## src/rtl/poll_drv_pkg.sv

```systemverilog
`timescale 1ns/1ps
package poll_drv_pkg;
  typedef enum logic {
    KIND_CONV = 1'b0,
    KIND_IRQ  = 1'b1
  } poll_kind_e;

  typedef struct packed {
    logic       active;
    poll_kind_e kind;
    logic       bcast;
    logic       addr_ok;
    logic       level;
  } poll_sess_t;
endpackage

```

## src/rtl/poll_session.sv

```systemverilog
`timescale 1ns/1ps
module poll_session
  import poll_drv_pkg::*;
(
  input  logic       clk_i,
  input  logic       rst_n_i,
  input  logic       start_i,
  input  logic       cs_n_i,
  input  logic       kind_i,
  input  logic       bcast_i,
  input  logic       addr_match_i,
  input  logic       level_i,
  output poll_sess_t sess_o
);
  poll_sess_t sess_q, sess_d;

  always_comb begin
    sess_d = sess_q;
    if (cs_n_i) begin
      sess_d.active = 1'b0;
    end else if (start_i) begin
      sess_d.active  = 1'b1;
      sess_d.kind    = poll_kind_e'(kind_i);
      sess_d.bcast   = bcast_i;
      sess_d.addr_ok = addr_match_i;
      sess_d.level   = level_i;
    end
  end

  always_ff @(posedge clk_i or negedge rst_n_i) begin
    if (!rst_n_i) begin
      sess_q <= '{active: 1'b0, kind: KIND_CONV, bcast: 1'b0,
                  addr_ok: 1'b0, level: 1'b0};
    end else begin
      sess_q <= sess_d;
    end
  end

  assign sess_o = sess_q;
endmodule

```

## src/rtl/poll_phase_gen.sv

```systemverilog
`timescale 1ns/1ps
module poll_phase_gen #(
  parameter int DIV_COUNT = 500
) (
  input  logic clk_i,
  input  logic rst_n_i,
  input  logic restart_i,
  input  logic tick_i,
  output logic phase_o
);
  localparam int CNT_W = (DIV_COUNT > 1) ? $clog2(DIV_COUNT) : 1;
  localparam logic [CNT_W-1:0] CNT_LAST = CNT_W'(DIV_COUNT - 1);

  logic [CNT_W-1:0] cnt_q, cnt_d;
  logic             phase_q, phase_d;

  always_comb begin
    cnt_d   = cnt_q;
    phase_d = phase_q;
    if (restart_i) begin
      cnt_d   = '0;
      phase_d = 1'b1;
    end else if (tick_i) begin
      if (cnt_q == CNT_LAST) begin
        cnt_d   = '0;
        phase_d = ~phase_q;
      end else begin
        cnt_d = cnt_q + 1'b1;
      end
    end
  end

  always_ff @(posedge clk_i or negedge rst_n_i) begin
    if (!rst_n_i) begin
      cnt_q   <= '0;
      phase_q <= 1'b1;
    end else begin
      cnt_q   <= cnt_d;
      phase_q <= phase_d;
    end
  end

  assign phase_o = phase_q;
endmodule

```

## src/rtl/poll_drive_mux.sv

```systemverilog
`timescale 1ns/1ps
module poll_drive_mux
  import poll_drv_pkg::*;
(
  input  poll_sess_t sess_i,
  input  logic       cs_n_i,
  input  logic       conv_busy_i,
  input  logic       irq_active_i,
  input  logic       top_of_stack_i,
  input  logic       phase_i,
  output logic       sdo_o,
  output logic       sdo_oe_o
);
  logic responds;
  logic status_set;

  always_comb begin
    responds   = sess_i.active && !cs_n_i && (sess_i.bcast || sess_i.addr_ok);
    status_set = (sess_i.kind == KIND_IRQ) ? irq_active_i : conv_busy_i;
    sdo_oe_o   = 1'b0;
    sdo_o      = 1'b1;
    if (responds) begin
      if (status_set) begin
        sdo_oe_o = 1'b1;
        sdo_o    = 1'b0;
      end else if (!sess_i.level && (!sess_i.bcast || top_of_stack_i)) begin
        sdo_oe_o = 1'b1;
        sdo_o    = phase_i;
      end
    end
  end
endmodule

```

## src/rtl/poll_sdo_driver.sv

```systemverilog
`timescale 1ns/1ps
module poll_sdo_driver
  import poll_drv_pkg::*;
#(
  parameter int DIV_COUNT = 500
) (
  input  logic clk_i,
  input  logic rst_n_i,
  input  logic poll_start_i,
  input  logic poll_kind_i,
  input  logic poll_bcast_i,
  input  logic addr_match_i,
  input  logic conv_busy_i,
  input  logic irq_active_i,
  input  logic level_mode_i,
  input  logic top_of_stack_i,
  input  logic cs_n_i,
  input  logic base_tick_i,
  output logic sdo_o,
  output logic sdo_oe_o
);
  poll_sess_t sess;
  logic       phase;
  logic       restart;
  logic       sess_active;
  logic       sess_kind_irq;
  logic       sess_level;

  assign restart       = poll_start_i && !cs_n_i;
  assign sess_active   = sess.active;
  assign sess_kind_irq = (sess.kind == KIND_IRQ);
  assign sess_level    = sess.level;

  poll_session u_session (
    .clk_i        (clk_i),
    .rst_n_i      (rst_n_i),
    .start_i      (poll_start_i),
    .cs_n_i       (cs_n_i),
    .kind_i       (poll_kind_i),
    .bcast_i      (poll_bcast_i),
    .addr_match_i (addr_match_i),
    .level_i      (level_mode_i),
    .sess_o       (sess)
  );

  poll_phase_gen #(.DIV_COUNT(DIV_COUNT)) u_phase (
    .clk_i     (clk_i),
    .rst_n_i   (rst_n_i),
    .restart_i (restart),
    .tick_i    (base_tick_i),
    .phase_o   (phase)
  );

  poll_drive_mux u_mux (
    .sess_i         (sess),
    .cs_n_i         (cs_n_i),
    .conv_busy_i    (conv_busy_i),
    .irq_active_i   (irq_active_i),
    .top_of_stack_i (top_of_stack_i),
    .phase_i        (phase),
    .sdo_o          (sdo_o),
    .sdo_oe_o       (sdo_oe_o)
  );
endmodule

```

## config.mk

```make
export PLATFORM = sky130hd
export DESIGN_NAME = poll_sdo_driver
export DESIGN_NICKNAME = d
export VERILOG_FILES = /design/src/rtl/poll_drv_pkg.sv /design/src/rtl/poll_session.sv /design/src/rtl/poll_phase_gen.sv /design/src/rtl/poll_drive_mux.sv /design/src/rtl/poll_sdo_driver.sv
export SDC_FILE = /design/constraint.sdc
export NUM_CORES = 1
export LEC_CHECK = 0
export ABC_CLOCK_PERIOD_IN_PS = 2800
export CORE_AREA = 4 4 41 43
export DETAILED_ROUTE_END_ITERATION = 8
export DIE_AREA = 0 0 45 47
export DONT_BUFFER_PORTS = 1
export PLACE_DENSITY = 0.75
export SLEW_MARGIN = 10
export SYNTH_ARGS = -nofsm -noshare
export SYNTH_HDL_FRONTEND = slang
export SYNTH_SLANG_ARGS = --single-unit
```

## constraint.sdc

```tcl
create_clock -name clk_i -period 2.8 [get_ports clk_i]
set_input_delay 0.14 -clock clk_i [delete_from_list [all_inputs] [get_ports clk_i]]
set_output_delay 0.14 -clock clk_i [all_outputs]
set_load 0.03 [all_outputs]
```

[Word-level counts from Yosys, hierarchy flattened]
Cells that the tools add are included.
Word-level totals
  bits in registers: 15
  input bits: 12
  output and inout port bits: 2
  word-level logic and storage cells: 40
Operators by class
  add/subtract/negate cells: 1
  equal/unequal tests: 1
  mux-type cells: 15
  bitwise operators: 2
  reductions and logical operators: 14
Operators with widths (number)
  $mux 9: 3
  $mux 1: 11
  $add 9x1->9 const B: 1
  $eq 9x9->1 const B: 1
  $reduce_bool 2->1: 3
  $mux 5: 1
  $logic_and 1x1->1: 4
  $reduce_and 2->1: 2
  $logic_not 1->1: 3
  $logic_or 1x1->1: 2
  $not 1->1: 2

[Depth between registers and ports, before layout]
  depth in word-level cells: 6
  depth in mapped cells: 5

[Cells and area by module]
A second synthesis with hierarchy kept.
Unflattened totals
  cells, all modules: 81
  area, all modules: 843.3 um^2
Modules (own cells, without submodules)
  poll_phase_gen: instances 1, cells an instance 60, area each 588.1 um^2
  poll_session: instances 1, cells an instance 12, area each 191.4 um^2
  poll_drive_mux: instances 1, cells an instance 8, area each 50.0 um^2
  poll_sdo_driver: instances 1, cells an instance 1, area each 13.8 um^2

[Least setup slack after synthesis]
Ideal clock, no wire load.
  path kind: register -> register
  start point: register u_phase.cnt_q[0]
  end point: register u_phase.cnt_q[6]
  setup time: 0.122 ns
  arrival: 1.230 ns
  slack: 1.448 ns
  cell stages (with the launch flop): 6
  path buffers: 0
  clock period less this slack: 1.352 ns
  cells stage by stage: dfrtp_1 ha_1 and3_2 a21boi_2 a31oi_1 nor3_2
Between the ends
  cells in the longest elaborated chain, start to end: 4
  elaborated cells on any way between the ends: 5
  those cells by class: 1 x add/sub; 1 x eq/ne; 3 x mux
Ends and longest elaborated chain
  start: declaration: line poll_phase_gen.sv:14  | logic [CNT_W-1:0] cnt_q, cnt_d;
  start signal: assignment: line poll_phase_gen.sv:38  | cnt_q <= cnt_d;
  $add 9x1->9 or $eq 9x9->1 (tied branches): line poll_phase_gen.sv:28, poll_phase_gen.sv:24
  $mux 9 (*): line poll_phase_gen.sv:24  | if (cnt_q == CNT_LAST) begin
  $mux 9 (*): line poll_phase_gen.sv:23  | end else if (tick_i) begin
  $mux 9 (*): line poll_phase_gen.sv:20  | if (restart_i) begin
Every way passes the cells marked *; elsewhere a longest branch is shown, timed or not. The select of a mux whose other input is x is not followed.
A chain may end at the register's enable or synchronous reset.

[Final worst setup path]
  start point: register u_session.sess_q, in the netlist u_session.sess_o[2]
  end point: output port sdo_o
Between the ends
  cells in the longest elaborated chain, start to end: 6
  elaborated cells on any way between the ends: 8
  those cells by class: 3 x mux; 5 x reduce/logical
Ends and longest elaborated chain
  start: declaration: line poll_session.sv:15  | poll_sess_t sess_q, sess_d;
  start signal: assignment: line poll_session.sv:32  | sess_q <= '{active: 1'b0, kind: KIND_CONV, bcast: 1'b0,
  start signal: assignment: line poll_session.sv:35  | sess_q <= sess_d;
  $logic_not 1->1: line poll_drive_mux.sv:26  | end else if (!sess_i.level && (!sess_i.bcast || top_of_stack_i)) begin
  $logic_or 1x1->1: line poll_drive_mux.sv:26
  $logic_and 1x1->1: line poll_drive_mux.sv:26
  $mux 1: line poll_drive_mux.sv:26
  $mux 1: line poll_drive_mux.sv:23  | if (status_set) begin
  $mux 1 (*): line poll_drive_mux.sv:22  | if (responds) begin
  end: declaration: line poll_sdo_driver.sv:19  | output logic sdo_o,
Every way passes the cells marked *; elsewhere a longest branch is shown, timed or not.

==> qor.yml <==
power_and_ir_drop:
  share_comb_of_total_power_pct: 12.9
  switching_power_w: 0.000107
  pwr-share-clk_pct: 28.4
  power.sequential.fraction_pct: 58.7
  vdd_ir_drop_max_v: 0.000353
  power-per-cell-area_mw_per_mm2: 479
  netSwitchingFraction_pct: 25.6
  leakage_nw: 0.407
  internal_power_w: 0.000312
placement:
  dp.cells: 95
  post-dp-hpwl_um: 1080
  place.gp.congestion: 0.829
  placement.io_buffers: 0
yosys:
  syn-mean-instance-area_um2: 9.47
  synth.cells.most_frequent: "sky130_fd_sc_hd__nand2_1, sky130_fd_sc_hd__dfrtp_1, sky130_fd_sc_hd__nor2_1, sky130_fd_sc_hd__xor2_1"
  ys_seq_elements: 15
  post_synthesis_share_of_cell_area_spent_on_xor_and_xnor_gates_pct: 6.69
  netlist_top_cells_area: "sky130_fd_sc_hd__dfrtp_1, sky130_fd_sc_hd__nand2_1, sky130_fd_sc_hd__xor2_1"
  synth_fa_ha_area_share_pct: 1.59
  synth-main-ff-cell: "sky130_fd_sc_hd__dfrtp_1"
  synth.top_cell.area_share_pct: 44.6
  synth-compound-area-share_pct: 10.5
  post-synth-top-count-cell: "sky130_fd_sc_hd__nand2_1"
  post_synth_num_cell_types: 28
  syn-num-nets: 96
  synth_seq_area_share_pct: 47.9
  yosysTopAreaCell: "sky130_fd_sc_hd__dfrtp_1"
  synthMuxAreaShare_pct: 1.27
  synth_edf_count: 0
  syn-instance-count: 83
  syn-cell-area_um2: 786
  synth_simple_gate_area_share_pct: 29.6
  postSynth.asyncResetShare_pct: 100
  main_combinational_cell_family_by_area_after_synthesis: "simple AND/OR/NAND/NOR gates"
  yosysWarningCount: 0
worst_hold_path:
  min_from: "base_tick_i"
  timing.hold.worst.class: "input pin to flop"
  timing.hold.worst_endpoint: "u_phase.cnt_q[1]"
  holdPathStages: 2
worst_setup_path:
  worst_r2r_startpoint: "u_phase.cnt_q[0]"
  worst_ep_required_time_ns: 2.66
  reg2reg_depth: 5
  worst_ep_arrival_time_ns: 1.57
  category_of_the_worst_setup_path_launch_point: "flop"
  timing_worst_setup_path_type: "flop to output port"
  ff2ff_setup_slack_ns: 1.33
  cp_max_fo: 3
  worst_r2r_endpoint: "u_phase.cnt_q[6]"
  critPathCaptureType: "output port"
grt:
  first_global_vias: 599
  globalRouteOverflowTotal: 0
  first_pass_grt_wire_length_um: 2500
  grt_util_met1_pct: 21.2
  largest_net_degree_at_the_start_of_global_routing: 16
  track_usage_pct: 17.1
  antenna_found_initial: 0
  grt_util_met2_pct: 28.2
  grt_util_met3_pct: 2.30
  globalRoute.busiestLayer: "met2"
cts:
  ctsHtreeMaxLevel: 1
  tritoncts_clock_tree: "yes"
  cts_buffers: 3
  clock_path_buffers: 2
  cts.clk_slew.worst_paths_ns: 0.08
  worst_skew_pair.late_latency_ns: 0.28
  cts.repair.resized: 0
  clock-root-buffer: "sky130_fd_sc_hd__clkbuf_4"
  cts_num_sinks: 15
final_layout:
  n_antenna_cell: 0
  area_delta_synth_final_pct: 11.5
  layout.cells.non_filler: 105
  nets: 104
  drive_above_1_share_pct: 13.3
timing:
  fin_worst_skew_ns: 0.00434
  setup_violations: 0
  final_hold_viol_count: 0
  tightest_slew_ns: 0.725
  max-slew-margin-rel_pct: 51.5
  setup_repair_after_global_routing_missed_its_margin: "false"
  maxClockFrequency_mhz: 586
  slew_violations: 0
  fin_crit_sh_pct: 61.0
  fin_setup_tns_ns: 0
  final.min_clock_period_ns: 1.71
outcome:
  status: "finished, final reports clean"
run:
  cap_viol_max_count: 0
floorplan:
  ios: 14
  die_area_mm2: 0.00212
  die_height_um: 47
  core-area_mm2: 0.00130
  dieWidth_um: 45
  std_cell_rows: 13
  starting_density_pct: 60.4
detailed_routing:
  viasPerCell: 5.76
  wl_um: 1420
  number_of_design_rule_violations_left_by_the_first_detailed_router_iteration: 6
  number_of_nets_with_antenna_violations_after_routing: 0
  firstDrtPassIters: 4
  route.detailed.wl_per_inst_um: 13.5
  dr_total_vias: 605
  drc_errors: 0
sequential cells by signal, indices dropped and copies added (netlist names):
name,cells
u_phase.cnt_q,9
u_session.sess_o,5
u_phase.phase_o,1
cells in the final DEF (no fill, tap or decap), types with 2 or more instances in the layout:
cell type                       Yosys  routed
sky130_fd_sc_hd__nand2_1           19      19
sky130_fd_sc_hd__nor2b_1            2       2
sky130_fd_sc_hd__and3_1             2       2
sky130_fd_sc_hd__nand3_1            3       3
sky130_fd_sc_hd__a21oi_1            3       3
sky130_fd_sc_hd__dfrtp_1           14      14
sky130_fd_sc_hd__dlygate4sd3_1      0       6
sky130_fd_sc_hd__nor2_1             9       9
sky130_fd_sc_hd__o2111ai_1          2       2
sky130_fd_sc_hd__o21ai_0            2       2
sky130_fd_sc_hd__xor2_1             5       5
sky130_fd_sc_hd__and4bb_2           2       2
sky130_fd_sc_hd__clkbuf_4           0       3
sky130_fd_sc_hd__a31oi_1            2       2
critical path, cell delays in order (launching register included):
cell                       delay (ns)
sky130_fd_sc_hd__dfrtp_1         0.40
sky130_fd_sc_hd__nor2b_1         0.13
sky130_fd_sc_hd__o21ai_0         0.13
sky130_fd_sc_hd__and4bb_2        0.38
sky130_fd_sc_hd__nand2_1         0.25
metal layers:
layer / vias to the layer above / share of wire, %
met1: 282 / 44
met5: - / 0
met2: 19 / 47
met4: 0 / 2.7
met3: 5 / 6.1
li1: 299 / -
final cells by class:
type                            instances  area, um2
Tap cell                               15       18.8
Timing Repair Buffer                    6       60.1
Clock buffer                            4       26.3
Multi-Input combinational cell         64        390
Sequential cell                        15        377
Fill cell                             111        425
Inverter                                1       3.75
power by group through the flow:
stage               registers, W  clock network, W   logic, W
floorplan               0.000247                 0  0.0000402
global placement        0.000250                 0  0.0000429
detailed placement      0.000251                 0  0.0000446
CTS                     0.000246          0.000123  0.0000557
global route            0.000249          0.000132  0.0000622
finish                  0.000246          0.000119  0.0000542
repair_timing:
| item | CTS | global route |
|---|---|---|
| hold buffers | 6 | 0 |
| buffers inserted | 0 | 0 |
| endpoints found under the hold margin | 20 | 0 |
cells by family after synthesis:
| group | after synthesis |
|---|---|
| AND/OR/NAND/NOR | 44 |
| flip-flops | 15 |
| AO/OA/AOI/OAI | 12 |
| XOR/XNOR | 6 |
| buffers and inverters | 4 |
| multiplexers | 1 |
| adder cells (fa/ha/maj) | 1 |
worst max path at each step:
| stage | cells past startpoint | slack, ns | to | start |
|---|---|---|---|---|
| after floorplan | 5 | 1.45 | u_phase.cnt_q[6] | u_phase.cnt_q[0] |
| after global placement | 5 | 1.39 | u_phase.cnt_q[6] | u_phase.cnt_q[0] |
| after detailed placement | 5 | 1.34 | u_phase.cnt_q[6] | u_phase.cnt_q[0] |
| after CTS | 4 | 1.05 | sdo_o | u_session.sess_o[2] |
| after global routing | 4 | 1.02 | sdo_o | u_session.sess_o[2] |
| final | 4 | 1.09 | sdo_o | u_session.sess_o[2] |
per-stage QoR:
step	setup slack, ns	area [um2]	hold WS [ns]	utilization [%]	power, W
after global routing	1.02	876	0.0227	67.3	0.000443
final	1.09	876	0.0150	67.3	0.000419
after global placement	1.39	790	-0.155	60.7	0.000293
after CTS	1.05	876	0.0130	67.3	0.000424
after floorplan	1.45	786	-0.156	-	0.000287
after detailed placement	1.34	790	-0.155	60.7	0.000295
Power figures use the tool's default switching activity.
